File: config.mk
export PLATFORM = sky130hd
export DESIGN_NAME = flashevt_unit
export DESIGN_NICKNAME = d
export VERILOG_FILES = /design/src/rtl/flashevt_pkg.sv /design/src/rtl/flashevt_fifo.sv /design/src/rtl/flashevt_status.sv /design/src/rtl/flashevt_unit.sv
export SDC_FILE = /design/constraint.sdc
export NUM_CORES = 2
export LEC_CHECK = 0
export ABC_AREA = 0
export BUFFER_PORTS_ARGS = -buffer_cell sky130_fd_sc_hd__buf_2
export CAP_MARGIN = 20
export CORE_UTILIZATION = 26
export CTS_CLUSTER_DIAMETER = 120
export DETAILED_ROUTE_END_ITERATION = 10
export HOLD_SLACK_MARGIN = 0.05
export PLACE_DENSITY = 0.4
export SETUP_SLACK_MARGIN = 0.1
export SYNTH_ARGS = -nofsm -noshare
export SYNTH_HDL_FRONTEND = slang
export SYNTH_SLANG_ARGS = --single-unit
File: constraint.sdc
create_clock -name clk -period 3.3 [get_ports clk]
set_input_delay 0.33 -clock clk [delete_from_list [all_inputs] [get_ports clk]]
set_output_delay 0.33 -clock clk [all_outputs]
set_load 0.01 [all_outputs]
File: src/rtl/flashevt_pkg.sv
package flashevt_pkg;

    // Event bit positions; software and the clear/mask registers share them.
    localparam int unsigned EV_UDF  = 0;
    localparam int unsigned EV_OVF  = 1;
    localparam int unsigned EV_RXRQ = 2;
    localparam int unsigned EV_TXRQ = 3;
    localparam int unsigned EV_END  = 4;
    localparam int unsigned EV_NUM  = 5;

    // Position of the occupancy field inside the status word.
    localparam int unsigned OCC_LSB = 16;

    typedef enum logic [2:0] {
        RA_CFG  = 3'd0,
        RA_STAT = 3'd1,
        RA_CLR  = 3'd2,
        RA_MASK = 3'd3,
        RA_CMD  = 3'd4,
        RA_DATA = 3'd5
    } reg_addr_e;

    // Packed so that the member order matches the bit positions above.
    typedef struct packed {
        logic end_ev;
        logic tx_req;
        logic rx_req;
        logic ovf;
        logic udf;
    } evt_t;

    function automatic logic [EV_NUM-1:0] evt_bits(evt_t e);
        return e;
    endfunction

endpackage

File: src/rtl/flashevt_fifo.sv
module flashevt_fifo #(
    parameter int unsigned DEPTH  = 64,
    parameter int unsigned DATA_W = 32,
    localparam int unsigned CNT_W = $clog2(DEPTH + 1),
    localparam int unsigned PTR_W = $clog2(DEPTH)
) (
    input  logic              clk,
    input  logic              rst,
    input  logic              flush_i,
    input  logic              push_i,
    input  logic [DATA_W-1:0] push_data_i,
    input  logic              pop_i,
    output logic [DATA_W-1:0] head_o,
    output logic [CNT_W-1:0]  count_o,
    output logic              ovf_o,
    output logic              udf_o
);

    localparam logic [CNT_W-1:0] FULL = CNT_W'(DEPTH);

    logic [DATA_W-1:0] mem [DEPTH];
    logic [PTR_W-1:0]  wp, rp;
    logic [CNT_W-1:0]  cnt;
    logic              full, empty, do_push, do_pop;

    always_comb begin
        full    = (cnt == FULL);
        empty   = (cnt == '0);
        do_push = push_i & ~full  & ~flush_i;
        do_pop  = pop_i  & ~empty & ~flush_i;
        ovf_o   = push_i & full  & ~flush_i;
        udf_o   = pop_i  & empty & ~flush_i;
        head_o  = empty ? '0 : mem[rp];
        count_o = cnt;
    end

    always_ff @(posedge clk) begin
        if (rst || flush_i) begin
            wp  <= '0;
            rp  <= '0;
            cnt <= '0;
        end else begin
            if (do_push) wp <= wp + 1'b1;
            if (do_pop)  rp <= rp + 1'b1;
            cnt <= cnt + CNT_W'(do_push) - CNT_W'(do_pop);
        end
    end

    always_ff @(posedge clk) begin
        if (do_push) mem[wp] <= push_data_i;
    end

    a_r2_count_bound: assert property (@(posedge clk) disable iff (rst)
        cnt <= FULL);
    a_r3_full_push_holds: assert property (@(posedge clk) disable iff (rst)
        (push_i && !pop_i && !flush_i && full) |=> (cnt == FULL));
    a_r4_empty_pop_holds: assert property (@(posedge clk) disable iff (rst)
        (pop_i && !push_i && !flush_i && empty) |=> (cnt == '0));
    a_r10_flush_empties: assert property (@(posedge clk) disable iff (rst)
        flush_i |=> (cnt == '0));

endmodule

File: src/rtl/flashevt_status.sv
module flashevt_status #(
    parameter int unsigned N = 5
) (
    input  logic         clk,
    input  logic         rst,
    input  logic [N-1:0] set_i,
    input  logic [N-1:0] clr_i,
    input  logic         mask_we_i,
    input  logic [N-1:0] mask_i,
    output logic [N-1:0] flags_o,
    output logic [N-1:0] mask_o,
    output logic         irq_o
);

    always_ff @(posedge clk) begin
        if (rst) begin
            flags_o <= '0;
            mask_o  <= '1;
            irq_o   <= 1'b0;
        end else begin
            flags_o <= set_i | (flags_o & ~clr_i);
            if (mask_we_i) mask_o <= mask_i;
            irq_o <= |(flags_o & ~mask_o);
        end
    end

    for (genvar k = 0; k < N; k++) begin : g_chk
        a_r8_clear_takes: assert property (@(posedge clk) disable iff (rst)
            (clr_i[k] && !set_i[k]) |=> !flags_o[k]);
        a_r8_set_wins: assert property (@(posedge clk) disable iff (rst)
            set_i[k] |=> flags_o[k]);
    end

    a_r9_masked_quiet: assert property (@(posedge clk) disable iff (rst)
        ((flags_o & ~mask_o) == '0) |=> !irq_o);
    a_r9_pending_raises: assert property (@(posedge clk) disable iff (rst)
        ((flags_o & ~mask_o) != '0) |=> irq_o);

endmodule

File: src/rtl/flashevt_unit.sv
module flashevt_unit
    import flashevt_pkg::*;
#(
    parameter int unsigned DEPTH  = 64,
    parameter int unsigned DATA_W = 32,
    parameter int unsigned REG_W  = 32,
    parameter int unsigned AW     = 3
) (
    input  logic              clk,
    input  logic              rst,
    input  logic              reg_en,
    input  logic              reg_we,
    input  logic [AW-1:0]     reg_addr,
    input  logic [REG_W-1:0]  reg_wdata,
    output logic [REG_W-1:0]  reg_rdata,
    input  logic              eng_push,
    input  logic [DATA_W-1:0] eng_wdata,
    input  logic              eng_pop,
    output logic [DATA_W-1:0] eng_rdata,
    input  logic              eng_done,
    output logic              irq
);

    localparam int unsigned CNT_W = $clog2(DEPTH + 1);
    localparam int unsigned THR_W = $clog2(DEPTH);
    localparam logic [CNT_W-1:0] FULL = CNT_W'(DEPTH);

    logic              host_wr, host_rd;
    logic              hit_cfg, hit_clr, hit_mask, hit_cmd, hit_data;
    logic [THR_W-1:0]  thr;
    logic              f_push, f_pop, f_flush, f_ovf, f_udf;
    logic [DATA_W-1:0] f_wdata, f_head;
    logic [CNT_W-1:0]  occ, free_sp;
    evt_t              ev_set, st;
    logic [EV_NUM-1:0] clr_vec, flags, mask;

    always_comb begin
        host_wr  = reg_en &  reg_we;
        host_rd  = reg_en & ~reg_we;
        hit_cfg  = (reg_addr == AW'(RA_CFG));
        hit_clr  = (reg_addr == AW'(RA_CLR));
        hit_mask = (reg_addr == AW'(RA_MASK));
        hit_cmd  = (reg_addr == AW'(RA_CMD));
        hit_data = (reg_addr == AW'(RA_DATA));
        f_push   = eng_push | (host_wr & hit_data);
        f_pop    = eng_pop  | (host_rd & hit_data);
        f_wdata  = eng_push ? eng_wdata : reg_wdata[DATA_W-1:0];
        f_flush  = host_wr & hit_cmd & reg_wdata[0];
        clr_vec  = (host_wr & hit_clr) ? reg_wdata[EV_NUM-1:0] : '0;
        free_sp  = FULL - occ;
    end

    always_ff @(posedge clk) begin
        if (rst)                    thr <= '1;
        else if (host_wr & hit_cfg) thr <= reg_wdata[THR_W-1:0];
    end

    flashevt_fifo #(.DEPTH(DEPTH), .DATA_W(DATA_W)) u_fifo (
        .clk         (clk),
        .rst         (rst),
        .flush_i     (f_flush),
        .push_i      (f_push),
        .push_data_i (f_wdata),
        .pop_i       (f_pop),
        .head_o      (f_head),
        .count_o     (occ),
        .ovf_o       (f_ovf),
        .udf_o       (f_udf)
    );

    always_comb begin
        ev_set.udf    = f_udf;
        ev_set.ovf    = f_ovf;
        ev_set.rx_req = (occ > CNT_W'(thr));
        ev_set.tx_req = (free_sp > CNT_W'(thr));
        ev_set.end_ev = eng_done;
    end

    flashevt_status #(.N(EV_NUM)) u_status (
        .clk       (clk),
        .rst       (rst),
        .set_i     (evt_bits(ev_set)),
        .clr_i     (clr_vec),
        .mask_we_i (host_wr & hit_mask),
        .mask_i    (reg_wdata[EV_NUM-1:0]),
        .flags_o   (flags),
        .mask_o    (mask),
        .irq_o     (irq)
    );

    assign st        = evt_t'(flags);
    assign eng_rdata = f_head;

    always_comb begin
        reg_rdata = '0;
        case (reg_addr)
            AW'(RA_CFG):  reg_rdata[THR_W-1:0] = thr;
            AW'(RA_STAT): begin
                reg_rdata[EV_NUM-1:0]       = flags;
                reg_rdata[OCC_LSB +: CNT_W] = occ;
            end
            AW'(RA_MASK): reg_rdata[EV_NUM-1:0]  = mask;
            AW'(RA_DATA): reg_rdata[DATA_W-1:0]  = f_head;
            default:      reg_rdata = '0;
        endcase
    end

    a_r5_rx_level_sets: assert property (@(posedge clk) disable iff (rst)
        (occ > CNT_W'(thr)) |=> st.rx_req);
    a_r6_tx_level_sets: assert property (@(posedge clk) disable iff (rst)
        (free_sp > CNT_W'(thr)) |=> st.tx_req);
    a_r7_end_sets: assert property (@(posedge clk) disable iff (rst)
        eng_done |=> st.end_ev);
    a_r3_ovf_sets: assert property (@(posedge clk) disable iff (rst)
        (f_push && !f_flush && occ == FULL) |=> st.ovf);
    a_r4_udf_sets: assert property (@(posedge clk) disable iff (rst)
        (f_pop && !f_flush && occ == '0) |=> st.udf);

endmodule

# After elaboration in Yosys (flattened, before gate mapping)
# Memories as Yosys holds them, arrays and structs flattened. A register that Yosys moved wholly into a read port is not among the register bits.
# Cells that the tools add are included.
totals:
  ff_bits: 36
  latchBits: 0
  ram_bits: 2048
  mem_bits_ro: 0
  in_bits: 74
  output_inout_bits: 65
  elab_cells: 65
  mem_count: 1
op_classes:
  add_sub_neg: 5
  n_mul: 0
  n_div: 0
  n_lt_le_gt_ge: 2
  n_eq_ne: 6
  shifts: 0
  muxes: 12
  bitwise: 28
  reduce_logical: 4
memory_table:
  columns: ["memory", "words", "word_bits", "read_ports", "rd_ports_with_merged_regs", "wr", "line_no", "text"]
  rows:
  - ["u_fifo.mem", 64, 32, 1, 1, 1, "flashevt_fifo.sv:21", "logic [DATA_W-1:0] mem [DEPTH];"]
ops:
  columns: ["operator", "n"]
  rows:
  - ["2-to-1 mux 32 bit", 2]
  - ["one-hot mux 5 bit (4 select lines)", 1]
  - ["AND 1 bit", 17]
  - ["> comparator 7 x 6 -> 1 bit", 2]
  - ["one-hot mux 7 bit (2 select lines)", 1]
  - ["adder 6 x 1 -> 6 bit (second input constant)", 2]
  - ["2-to-1 mux 6 bit", 2]
  - ["AND 5 bit", 2]
  - ["2-to-1 mux 10 bit", 1]
  - ["inverter 5 bit", 2]
  - ["2-to-1 mux 9 bit", 1]
  - ["adder 7 x 1 -> 7 bit", 1]
  - ["== test 7 bit (second input constant)", 1]
  - ["logical NOT 7 bit", 1]
  - ["subtractor 7 x 1 -> 7 bit", 1]
  - ["subtractor 7 bit (first input constant)", 1]
  - ["== test 3 x 2 -> 1 bit (second input constant)", 2]
  - ["== test 3 bit (second input constant)", 2]
  - ["2-to-1 mux 5 bit", 1]
  - ["bitwise OR 5 bit", 1]
  - ["OR reduction 5 bit", 1]
  - ["inverter 1 bit", 4]
  - ["== test 3 x 1 -> 1 bit (second input constant)", 1]
  - ["logical NOT 3 bit", 1]
  - ["other kinds (4)", 6]

# Depth between registers and ports, before layout
logic_depth:
  ltp_word: 8
  mapped_depth: 16
  ltp_nobuf: 16

# By module
# A second synthesis with hierarchy kept.
hier_totals:
  cells_unflattened: 3607
  area_unflattened_um2: 81195.4
modules_own_cells:
  columns: ["mod", "n_inst", "cells_per_inst", "area_each_um2", "seq_area_each_um2"]
  rows:
  - ["flashevt_fifo", 1, 3373, 79317.3, 61999.5]
  - ["flashevt_unit", 1, 189, 1485.2, 120.1]
  - ["flashevt_status", 1, 45, 392.9, 220.2]

# Least setup slack after synthesis
# Ideal clock, no wire load.
synth_path:
  path_kind: "reg-to-reg"
  start: "register u_fifo.cnt[1], in the netlist u_fifo.count_o[1]"
  end: "memory u_fifo.mem[63][0], enable pin"
  setup_time_ps: 421
  arrival_ps: 3241
  t_required_ps: 2879
  setup_slack_ps: -362
  stages_incl_launch_ff: 10
  path_buffers: 1
  period_less_slack_ps: 3662
  path_cell_list: "dfxtp_1 > inv_1 > ha_1 > nand3_1 > nor2_1 > nor3_2 > and2_0 > clkbuf_1 > nand3_1 > nor2_1"
synth_between:
  elab_chain_cells: 6
synth_lines:
  columns: ["element", "line_no", "text"]
  rows:
  - ["from (decl)", "flashevt_fifo.sv:23", "logic [CNT_W-1:0] cnt;"]
  - ["from (signal assigned)", "flashevt_fifo.sv:45", "cnt <= cnt + CNT_W'(do_push) - CNT_W'(do_pop);"]
  - ["== test 7 bit", "flashevt_fifo.sv:27", "full = (cnt == FULL);"]
  - ["inverter 1 bit", "flashevt_fifo.sv:29", "do_push = push_i & ~full & ~flush_i;"]
  - ["AND 1 bit (2 in series)", "flashevt_fifo.sv:29", null]
  - ["via u_fifo.do_push", "flashevt_fifo.sv:24", "logic full, empty, do_push, do_pop;"]
  - ["2-to-1 mux 1 bit", "flashevt_fifo.sv:50", "if (do_push) mem[wp] <= push_data_i;"]
  - ["2-to-1 mux 1 bit (implied by the code)", "flashevt_fifo.sv:50", null]
  - ["to (decl)", "flashevt_fifo.sv:21", null]
# The timed path passes the listed nets, and every way through them passes these cells.

==> results_dict.tcl <==
set metrics [dict create \
    area_delta_synth_final_pct 26.84 \
    max_cap_viol_count 0 \
    core-area_mm2 0.3119 \
    grt_usage 0.1603 \
    final_util 0.3315 \
    synthFlopType "edfxtp_1" \
    power_mw 69.29 \
    worstMarginPinSlew_ps 1058 \
    clock_skew_ps 38.36 \
    drtAntennaViolNets 0 \
    grt_pass1_vias 42570 \
    layout_min_cycle_time_ps 4144 \
    drt_pass1_iterations 7 \
    finalHoldViolations 0 \
    drt_iter0_markers 3574 \
    fin_ws_ps -844.1 \
    period_share 1.256 \
    clkLatencyLatePin_ps 870 \
    syn-cell-area_mm2 0.08151 \
    dp_hpwl_mm 152.0 \
    grt_first_pass_wirelength_mm 352.2 \
    yosys_register_bits 2090 \
    io_pins 139 \
    syn-num-nets 3750 \
    synth_cell_types 58 \
    yosys.cell_count.top_type "edfxtp_1" \
    numCtsBuffers 225 \
    p_leak_nw 32.28 \
    synth-seq-area-share 0.7648 \
    nFillCells 29600 \
    yosys-top-cells-count "edfxtp_1, mux4_2, nor2_1" \
    clock-sinks 2090 \
    post_drt_wl_per_cell_um 29.25 \
    multi_input_area_mm2 0.01952 \
    violations "negative setup slack" \
    critPathBufInv 7 \
    start_kind "flop" \
    final_layout_size_suffix_gt1_frac 0.4174 \
    holdCritPathClass "input port to flop" \
    crit_arrival_ps 3810 \
    slew_violations 0 \
    cts_tree "yes" \
    finalWirelength_mm 257.1 \
    end_kind "output pin" \
    via_per_inst 4.682 \
    nets 4571 \
    path_clk_slew_ps 60 \
    port_buffers 138 \
    htree_levels 4 \
    powerDensity_mw_per_mm2 670.2 \
    grt_max_degree 65 \
    critPathKind "flop to output pin" \
    rsz0062_at_grt "yes" \
    routabilityCongestion 0.7443 \
    cp.required_ps 2970 \
    antenna_found_initial 6 \
    outcome "finished, violations left" \
    start_util 0.2613 \
    vdd_drop_max_uv 496.1 \
    vias 41160 \
    path_cells "buf_12 -> buf_12 -> buf_16 -> buf_4 -> buf_16 -> mux4_2 -> mux4_2 -> mux2_4 -> a21oi_2 -> buf_4 -> nor2_1 -> buf_2" \
    fp.dieW_um 561.9 \
    synth_cells 3651 \
    critPathMaxFanout 9 \
    row_count 205 \
    synth_area_leaders "edfxtp_1, mux4_2, mux2i_1, dfxtp_1, nor2_1" \
    dieArea_mm2 0.3157 \
    ys_warn_count 0 \
    yosysTopAreaCell "edfxtp_1" \
    clockRootBuffer "clkbuf_16" \
    regArea_mm2 0.06236 \
    setup_viol 64 \
    clockBufferDepth 4 \
    grt-ovfl-total 0 \
    synth-edff-count 2048 \
    critPathMaxStageDelay_ps 540 \
    slowest_stage "mux4_2" \
    drc 0 \
    clock.fmax_mhz 241.3 \
    yosysTopAreaCellShare 0.7545 \
    dieHeight_um 561.9 \
    slew-limit-headroom 0.2849 \
    synthArstFlopShare 0 \
    cp_top_family "multiplexers" \
    syn_area_per_cell_um2 22.33 \
]
## worst paths after layout
path	cells past startpoint	startpoint	slack (ps)	end
setup reg to reg	11	u_fifo.count_o[0]	290	u_fifo.mem[31][26]
hold reg to reg	2	u_fifo.rp[5]	500	flop
hold / removal	3	eng_wdata[11]	120	u_fifo.mem[24][11]
setup / recovery	12	flop	-840	eng_rdata[28]
## area by class of cell
cell class,count,area share
Clock inverter,134,0.009681
Inverter,22,0.0008471
Tap cell,4140,0.05010
Antenna cell,5,0.0001210
Multi-Input combinational cell,1339,0.1888
Timing Repair Buffer,794,0.09098
Clock buffer,266,0.05636
Sequential cell,2090,0.6031
## cells by family (layout without fill, tap and decap cells)
logic type / Yosys count / in the layout / share of synthesized area
AOI/OAI and AO/OA: 194 / 194 / 0.01583
xor gates and xnor gates: 20 / 20 / 0.002149
adders and majority gates: 25 / 25 / 0.003930
buffers and inverters: 222 / 1216 / 0.01478
DFF: 2090 / 2090 / 0.7648
muxes: 739 / 739 / 0.1786
other: 0 / 5 / 0
and+or+nand+nor: 361 / 361 / 0.01986
## worst reg2reg max path, cell delays in order (launching register included)
cell and delay, ps:
dfxtp_1 380, inv_1 80, ha_1 230, nand3_2 150, nor2_1 110, nor3_2 250
buf_6 220, and2_1 270, nand3_2 160, or2_2 370, inv_4 190, buf_16 240
## stage by stage
step / hold WS (ps) / setup TNS (ps) / area (µm²) / cells / worst slack [ps]
after floorplan: 447.4 / -210850 / 81590 / 3651 / -362.3
after global routing: 133.2 / -51440 / 103400 / 8786 / -966.2
after global placement: 483.0 / -7906 / 92440 / 8197 / -384.4
final: 116.8 / -43640 / 103400 / 8790 / -844.1
after detailed placement: 491.4 / -8376 / 92440 / 8197 / -383.0
after CTS: 78.00 / -51040 / 101600 / 8699 / -882.0
## power by group
part	switching (mW)	internal, mW
clock network	10.4	13.5
logic	7.28	8.31
registers	0.123	29.6
## layout by cell type, fill, tap and decap left out, types with 24 or more instances in the layout
cell / count
clkbuf_1: 39
buf_16: 34
edfxtp_1: 2048
buf_12: 207
a21oi_1: 33
clkinv_1: 59
mux4_2: 567
buf_4: 336
nand2_1: 50
ha_1: 24
nor2_4: 75
nor2_1: 103
mux2_2: 45
clkbuf_16: 239
dfxtp_1: 36
mux2i_1: 92
buf_6: 46
nor2b_1: 26
buf_2: 131
clkinv_2: 45
## flip-flops by register name (all words and copies together), names as in the netlist, named ones only
signal            cells
u_fifo.rp             6
u_fifo.mem         2048
u_fifo.count_o        7
u_status.mask_o       5
u_status.flags_o      5
thr                   6
u_status.irq_o        1
u_fifo.wp             6
## per-layer routing
metal / global-route usage / wire (µm) / vias up
met4: 0.03369 / 4811 / 0
li1: - / - / 17100
met1: 0.2264 / 117600 / 22700
met3: 0.02932 / 13350 / 277
met2: 0.2573 / 121400 / 1079
met5: 0 / 0 / -
## timing repair
action	4_1_cts	5_1_grt
setup endpoints to repair	112	356
gates cloned	14	12
endpoints found under the hold margin	17	0
setup buffers	71	77
pin swaps	26	46
gates resized for setup	223	167
hold buffers	18	0
No activity file was read; power rests on OpenSTA's default activity.
